==> src/rtl/i2cAckPkg.sv <==
package i2cAckPkg;

  typedef enum logic [1:0] {
    ST_IDLE   = 2'd0,
    ST_HOLD   = 2'd1,
    ST_SLOT   = 2'd2,
    ST_TXSLOT = 2'd3
  } ackState_t;

  // strobes from control to datapath
  typedef struct packed {
    logic acceptByte;
    logic pullOn;
    logic pullOff;
    logic holdOn;
    logic holdOff;
    logic timeSet;
    logic timeClr;
    logic sampleAck;
  } ackCtrl_t;

endpackage

==> src/rtl/i2cAckFsm.sv <==
module i2cAckFsm
  import i2cAckPkg::*;
(
  input  logic      clk,
  input  logic      rstN,
  input  logic      sclRise,
  input  logic      sclFall,
  input  logic      byteDone,
  input  logic      isAddrByte,
  input  logic      addressed,
  input  logic      txMode,
  input  logic      addrHoldEn,
  input  logic      dataHoldEn,
  input  logic      swAckData,
  input  logic      swRelease,
  input  logic      bufFull,
  input  logic      overflow,
  output ackCtrl_t  ctrl,
  output ackState_t state
);

  ackState_t stateNext;
  logic      seenRise;
  logic      seenRiseNext;
  logic      holdSel;
  logic      forcedNack;
  logic      rxByte;
  logic      txByte;

  assign holdSel    = isAddrByte ? addrHoldEn : dataHoldEn;
  assign forcedNack = bufFull | overflow;
  assign rxByte     = byteDone & addressed & ~txMode & (state == ST_IDLE);
  assign txByte     = byteDone & addressed &  txMode & (state == ST_IDLE);

  always_comb begin
    ctrl         = '0;
    stateNext    = state;
    seenRiseNext = seenRise;
    unique case (state)
      ST_IDLE: begin
        seenRiseNext = 1'b0;
        if (rxByte) begin
          ctrl.acceptByte = 1'b1;
          ctrl.timeSet    = holdSel;
          ctrl.pullOn     = ~forcedNack & ~holdSel;
          if (~forcedNack && holdSel) begin
            ctrl.holdOn = 1'b1;
            stateNext   = ST_HOLD;
          end else begin
            stateNext   = ST_SLOT;
          end
        end else if (txByte) begin
          stateNext = ST_TXSLOT;
        end
      end
      ST_HOLD: begin
        if (swRelease) begin
          ctrl.holdOff = 1'b1;
          ctrl.timeClr = 1'b1;
          ctrl.pullOn  = ~swAckData;
          stateNext    = ST_SLOT;
        end
      end
      ST_SLOT: begin
        if (sclRise) seenRiseNext = 1'b1;
        if (sclFall && seenRise) begin
          ctrl.pullOff = 1'b1;
          ctrl.timeClr = 1'b1;
          stateNext    = ST_IDLE;
        end
      end
      ST_TXSLOT: begin
        if (sclRise && !seenRise) begin
          ctrl.sampleAck = 1'b1;
          seenRiseNext   = 1'b1;
        end
        if (sclFall && seenRise) stateNext = ST_IDLE;
      end
      default: stateNext = ST_IDLE;
    endcase
  end

  always_ff @(posedge clk or negedge rstN) begin
    if (!rstN) begin
      state    <= ST_IDLE;
      seenRise <= 1'b0;
    end else begin
      state    <= stateNext;
      seenRise <= seenRiseNext;
    end
  end

  // a hold is entered only from the byte strobe of an accepted byte
  assert_hold_entry_R4: assert property (@(posedge clk) disable iff (!rstN)
    (state != ST_HOLD) ##1 (state == ST_HOLD) |-> $past(byteDone & addressed & ~txMode));

endmodule

==> src/rtl/i2cAckFlags.sv <==
module i2cAckFlags
  import i2cAckPkg::*;
(
  input  logic     clk,
  input  logic     rstN,
  input  ackCtrl_t ctrl,
  input  logic     sdaIn,
  input  logic     clrBufFull,
  input  logic     clrOverflow,
  output logic     sdaPullLow,
  output logic     sclHoldLow,
  output logic     ackTime,
  output logic     ackStatus,
  output logic     bufFull,
  output logic     overflow
);

  always_ff @(posedge clk or negedge rstN) begin
    if (!rstN) begin
      bufFull  <= 1'b0;
      overflow <= 1'b0;
    end else begin
      if (ctrl.acceptByte)   bufFull <= 1'b1;
      else if (clrBufFull)   bufFull <= 1'b0;
      if (ctrl.acceptByte && bufFull) overflow <= 1'b1;
      else if (clrOverflow)           overflow <= 1'b0;
    end
  end

  always_ff @(posedge clk or negedge rstN) begin
    if (!rstN) begin
      sdaPullLow <= 1'b0;
      sclHoldLow <= 1'b0;
      ackTime    <= 1'b0;
      ackStatus  <= 1'b0;
    end else begin
      if (ctrl.pullOn)       sdaPullLow <= 1'b1;
      else if (ctrl.pullOff) sdaPullLow <= 1'b0;
      if (ctrl.holdOn)       sclHoldLow <= 1'b1;
      else if (ctrl.holdOff) sclHoldLow <= 1'b0;
      if (ctrl.timeSet)      ackTime    <= 1'b1;
      else if (ctrl.timeClr) ackTime    <= 1'b0;
      if (ctrl.sampleAck)    ackStatus  <= sdaIn;
    end
  end

  assert_ovf_needs_full_R8: assert property (@(posedge clk) disable iff (!rstN)
    $rose(overflow) |-> $past(bufFull));

endmodule

==> src/rtl/i2cAckUnit.sv <==
module i2cAckUnit
  import i2cAckPkg::*;
(
  input  logic clk,
  input  logic rstN,
  input  logic sclRise,
  input  logic sclFall,
  input  logic sdaIn,
  input  logic byteDone,
  input  logic isAddrByte,
  input  logic addressed,
  input  logic txMode,
  input  logic addrHoldEn,
  input  logic dataHoldEn,
  input  logic swAckData,
  input  logic swRelease,
  input  logic clrBufFull,
  input  logic clrOverflow,
  output logic sdaPullLow,
  output logic sclHoldLow,
  output logic ackTime,
  output logic ackStatus,
  output logic bufFull,
  output logic overflow
);

  ackCtrl_t  ctrl;
  ackState_t state;

  i2cAckFsm u_fsm (
    .clk        (clk),
    .rstN       (rstN),
    .sclRise    (sclRise),
    .sclFall    (sclFall),
    .byteDone   (byteDone),
    .isAddrByte (isAddrByte),
    .addressed  (addressed),
    .txMode     (txMode),
    .addrHoldEn (addrHoldEn),
    .dataHoldEn (dataHoldEn),
    .swAckData  (swAckData),
    .swRelease  (swRelease),
    .bufFull    (bufFull),
    .overflow   (overflow),
    .ctrl       (ctrl),
    .state      (state)
  );

  i2cAckFlags u_flags (
    .clk         (clk),
    .rstN        (rstN),
    .ctrl        (ctrl),
    .sdaIn       (sdaIn),
    .clrBufFull  (clrBufFull),
    .clrOverflow (clrOverflow),
    .sdaPullLow  (sdaPullLow),
    .sclHoldLow  (sclHoldLow),
    .ackTime     (ackTime),
    .ackStatus   (ackStatus),
    .bufFull     (bufFull),
    .overflow    (overflow)
  );

  logic idleNow;
  logic holdPick;
  assign idleNow  = (state == ST_IDLE);
  assign holdPick = isAddrByte ? addrHoldEn : dataHoldEn;

  assert_auto_ack_R2: assert property (@(posedge clk) disable iff (!rstN)
    (idleNow && byteDone && addressed && !txMode && !bufFull && !overflow && !holdPick)
      |=> sdaPullLow);

  assert_pull_drop_R2: assert property (@(posedge clk) disable iff (!rstN)
    $fell(sdaPullLow) |-> $past(sclFall));

  assert_hold_no_pull_R4: assert property (@(posedge clk) disable iff (!rstN)
    sclHoldLow |-> !sdaPullLow);

  assert_release_R5: assert property (@(posedge clk) disable iff (!rstN)
    $fell(sclHoldLow) |-> $past(swRelease));

  assert_forced_nack_R6: assert property (@(posedge clk) disable iff (!rstN)
    (idleNow && byteDone && addressed && !txMode && (bufFull || overflow))
      |=> (!sdaPullLow && !sclHoldLow));

  assert_acktime_gate_R7: assert property (@(posedge clk) disable iff (!rstN)
    $rose(ackTime) |-> $past(holdPick && !txMode));

  assert_tx_no_pull_R10: assert property (@(posedge clk) disable iff (!rstN)
    (idleNow && byteDone && addressed && txMode) |=> !sdaPullLow);

endmodule

==> config.mk <==
export PLATFORM = sky130hd
export DESIGN_NAME = i2cAckUnit
export DESIGN_NICKNAME = d
export VERILOG_FILES = /design/src/rtl/i2cAckPkg.sv /design/src/rtl/i2cAckFsm.sv /design/src/rtl/i2cAckFlags.sv /design/src/rtl/i2cAckUnit.sv
export SDC_FILE = /design/constraint.sdc
export NUM_CORES = 1
export LEC_CHECK = 0
export BUFFER_PORTS_ARGS = -buffer_cell sky130_fd_sc_hd__buf_4
export CAP_MARGIN = 20
export CORE_AREA = 10 10 47 49
export CTS_CLUSTER_DIAMETER = 200
export CTS_CLUSTER_SIZE = 10
export DETAILED_ROUTE_END_ITERATION = 7
export DIE_AREA = 0 0 57 59
export PLACE_DENSITY_LB_ADDON = 0.12
export SETUP_SLACK_MARGIN = 0.2
export SYNTH_ARGS = -nofsm -noshare
export SYNTH_HDL_FRONTEND = slang
export SYNTH_SLANG_ARGS = --single-unit
==> constraint.sdc <==
create_clock -name clk -period 3.5 [get_ports clk]
set_clock_uncertainty 0.1 [all_clocks]
set_input_delay 0.35 -clock clk [delete_from_list [all_inputs] [get_ports clk]]
set_output_delay 0.35 -clock clk [all_outputs]
set_load 0.01 [all_outputs]
==> reports/results.tsv <==
metric	value	unit
status	complete, no violations	
PD cells	702	nW/um2
CTS Sinks	9	
Crit path largest cell delay	400	ps
Post-DP HPWL	1060	um
Post-Layout Cell Count	87	
H-tree depth	1	
via count of the first global-routing pass	475	
root buffer cell	clkbuf_4	
Post-Syn Nets	65	
Area Growth Syn to Fin	39.5	%
Async SR Flop Fraction	100	%
end of the worst hold path	u_flags.bufFull	
Starting Density	37.3	%
syn avg cell area	11.4	um2
detailed-route wire length	1280	um
EDFF count, synth	0	
WP data required	3550	ps
dominant cells by area after synthesis	dfrtp_1 43%, ha_1 9.6%, mux2i_1 5.7%	
Synth top cells by count	9 x dfrtp_1, 6 x inv_1, 4 x ha_1, 4 x nand2_1, 3 x mux2i_1	
RSZ-0062 raised after global routing	false	
Worst path top cell family by delay	flip-flops	
iteration count of the initial detailed-routing pass	4	
Layout fillers	134	
Rows	14	
Critical path buffers and inverters	1	
Placed Instances	82	
Synth area leader	dfrtp_1	
CP arrival	1650	ps
slowest cell on the critical path	dfrtp_1	
Worst Hold Launch	clrBufFull	
crit-path max FO	6	
Worst R2R Start	u_fsm.state[0]	
layout net count	91	
DR WL/cell	14.7	um
core area	1400	um2
via total after detailed routing	449	
PnR worst setup slack	1900	ps
Synth top area share	43.1	%
library cells used by synthesis	23	
share of layout cells above drive strength 1	39.4	%
total power	0.512	mW
Final setup violation count	0	
Slew @ Worst Pin	318	ps
routability-driven placement congestion ratio	0.760	
die area	3360	um2
critical-path cell list	inv_1 > ha_1 > nand4b_4 > o32ai_1 > mux2i_1	
Most used DFF post-synth	dfrtp_1	
Hold Crit Class	input pin to flip-flop	
R2R depth	5	
min Tclk post-route	1600	ps
R2R Path End	u_fsm.state[1]	
Port Buffer Count	20	
critical path class	flip-flop to flip-flop	
die width	57	um
total track usage	7.77	%
# IOs	21	
Clock Tree Buf Depth	2	
Fin. Hold Viols	0	
1st-iter DRT viols	4	
worst skew pair latency	270	ps
worst vdd ir	0.377	mV
reg2reg setup slack	1900	ps
worst slack, placed	1870	ps
Fin Setup TNS	0	ps
hold depth	2	
Syn Std Cell Area	523	um2
Die Y	59	um
DR DRC count	0	
initial antenna violation count	0	
Clk pin slew, worst setup/hold paths	60	ps
P_leak	0.366	nW
Vias/cell	5.16	
f_max	625	MHz
CTS buffer count	3	
first-pass GRT wire length	2100	um
cell depth of the worst setup path	5	
CP Capture Type	flip-flop	
Yosys reg bits	9	
YS warnings	0	
Startpoint Class	flip-flop	
CTS tree	built	
Congestion Overflow GR	0	
ANT cells	0	
max_cap viols	0	
Final Util	52.1	%
Final period util	45.7	%
final-report max-slew violation count	0	
relative max-transition margin	78.2	%
Syn Inst Count	46	
count of cells resized by post-cts repair	0	
Seq/Total Area, Yosys	43.1	%
largest net degree at the start of global routing	10	
count leader, synth	dfrtp_1	
Routed Antenna Nets	0	
## power breakdown
group	switching, mW	internal, mW
clock	0.0392	0.0441
sequential	0.0278	0.146
combinational	0.120	0.135
## cell usage in the layout (no fill, tap or decap), types with 2 or more instances in the layout
master    instances
o21ai_1           2
mux2i_1           3
o22ai_1           2
clkbuf_4          3
inv_1             6
dfrtp_1           9
ha_1              4
buf_4            20
nand2_1           4
## final cells by class
class	count	area, um2	area share, %
clock buffer	4	26.3	3.60
multi-input combinational	31	275	37.7
timing repair buffer	21	160	22.0
sequential	9	225	30.9
tap	16	20.0	2.74
inverter	6	22.5	3.09
## metal layers
metal	global-route usage, %	vias up	wire length [um]
met5	0	-	0
met4	5.03	0	31
met3	4.29	3	159
met2	11.3	23	501
met1	8.56	200	586
li1	-	223	-
## worst max path at each step
| stage | start | endpoint | slack, ps |
|---|---|---|---|
| final | u_fsm.state[0] | u_fsm.state[1] | 1900 |
| after CTS | u_fsm.state[0] | u_fsm.state[1] | 1890 |
| after global routing | u_fsm.state[0] | u_fsm.state[1] | 1800 |
| after global placement | u_fsm.state[0] | u_fsm.state[1] | 1890 |
| after floorplan | u_fsm.state[0] | u_fsm.state[1] | 2030 |
| after detailed placement | u_fsm.state[0] | u_fsm.state[1] | 1870 |
## state kept, by name (all words and copies together) (netlist names)
name and cells:
u_flags.bufFull 1, u_flags.sdaPullLow 1, u_fsm.seenRise 1, u_flags.ackStatus 1, u_flags.ackTime 1, u_flags.sclHoldLow 1, u_fsm.state 2, u_flags.overflow 1
## stage by stage
step	hold WS [ps]	cell area (um2)
finish	143	729
floorplan	-45.6	523
CTS	135	729
global route	135	729
global placement	81.2	693
detailed placement	82.0	693
## logic make-up (layout without fill, tap and decap cells)
kind of cell / after synthesis / count (layout) / share of synthesized area (%)
buffers and inverters: 6 / 31 / 4.31
adder cells (fa/ha/maj): 4 / 4 / 9.57
multiplexers: 5 / 5 / 10.0
AO/OA/AOI/OAI: 11 / 11 / 18.2
flip-flops: 9 / 9 / 43.1
AND/OR/NAND/NOR: 11 / 11 / 14.8
## timing repair
item,4_1_cts,5_1_grt
hold endpoints to repair,9,0
buffers inserted,0,0
hold buffers,1,0
Power figures use the tool's default switching activity.
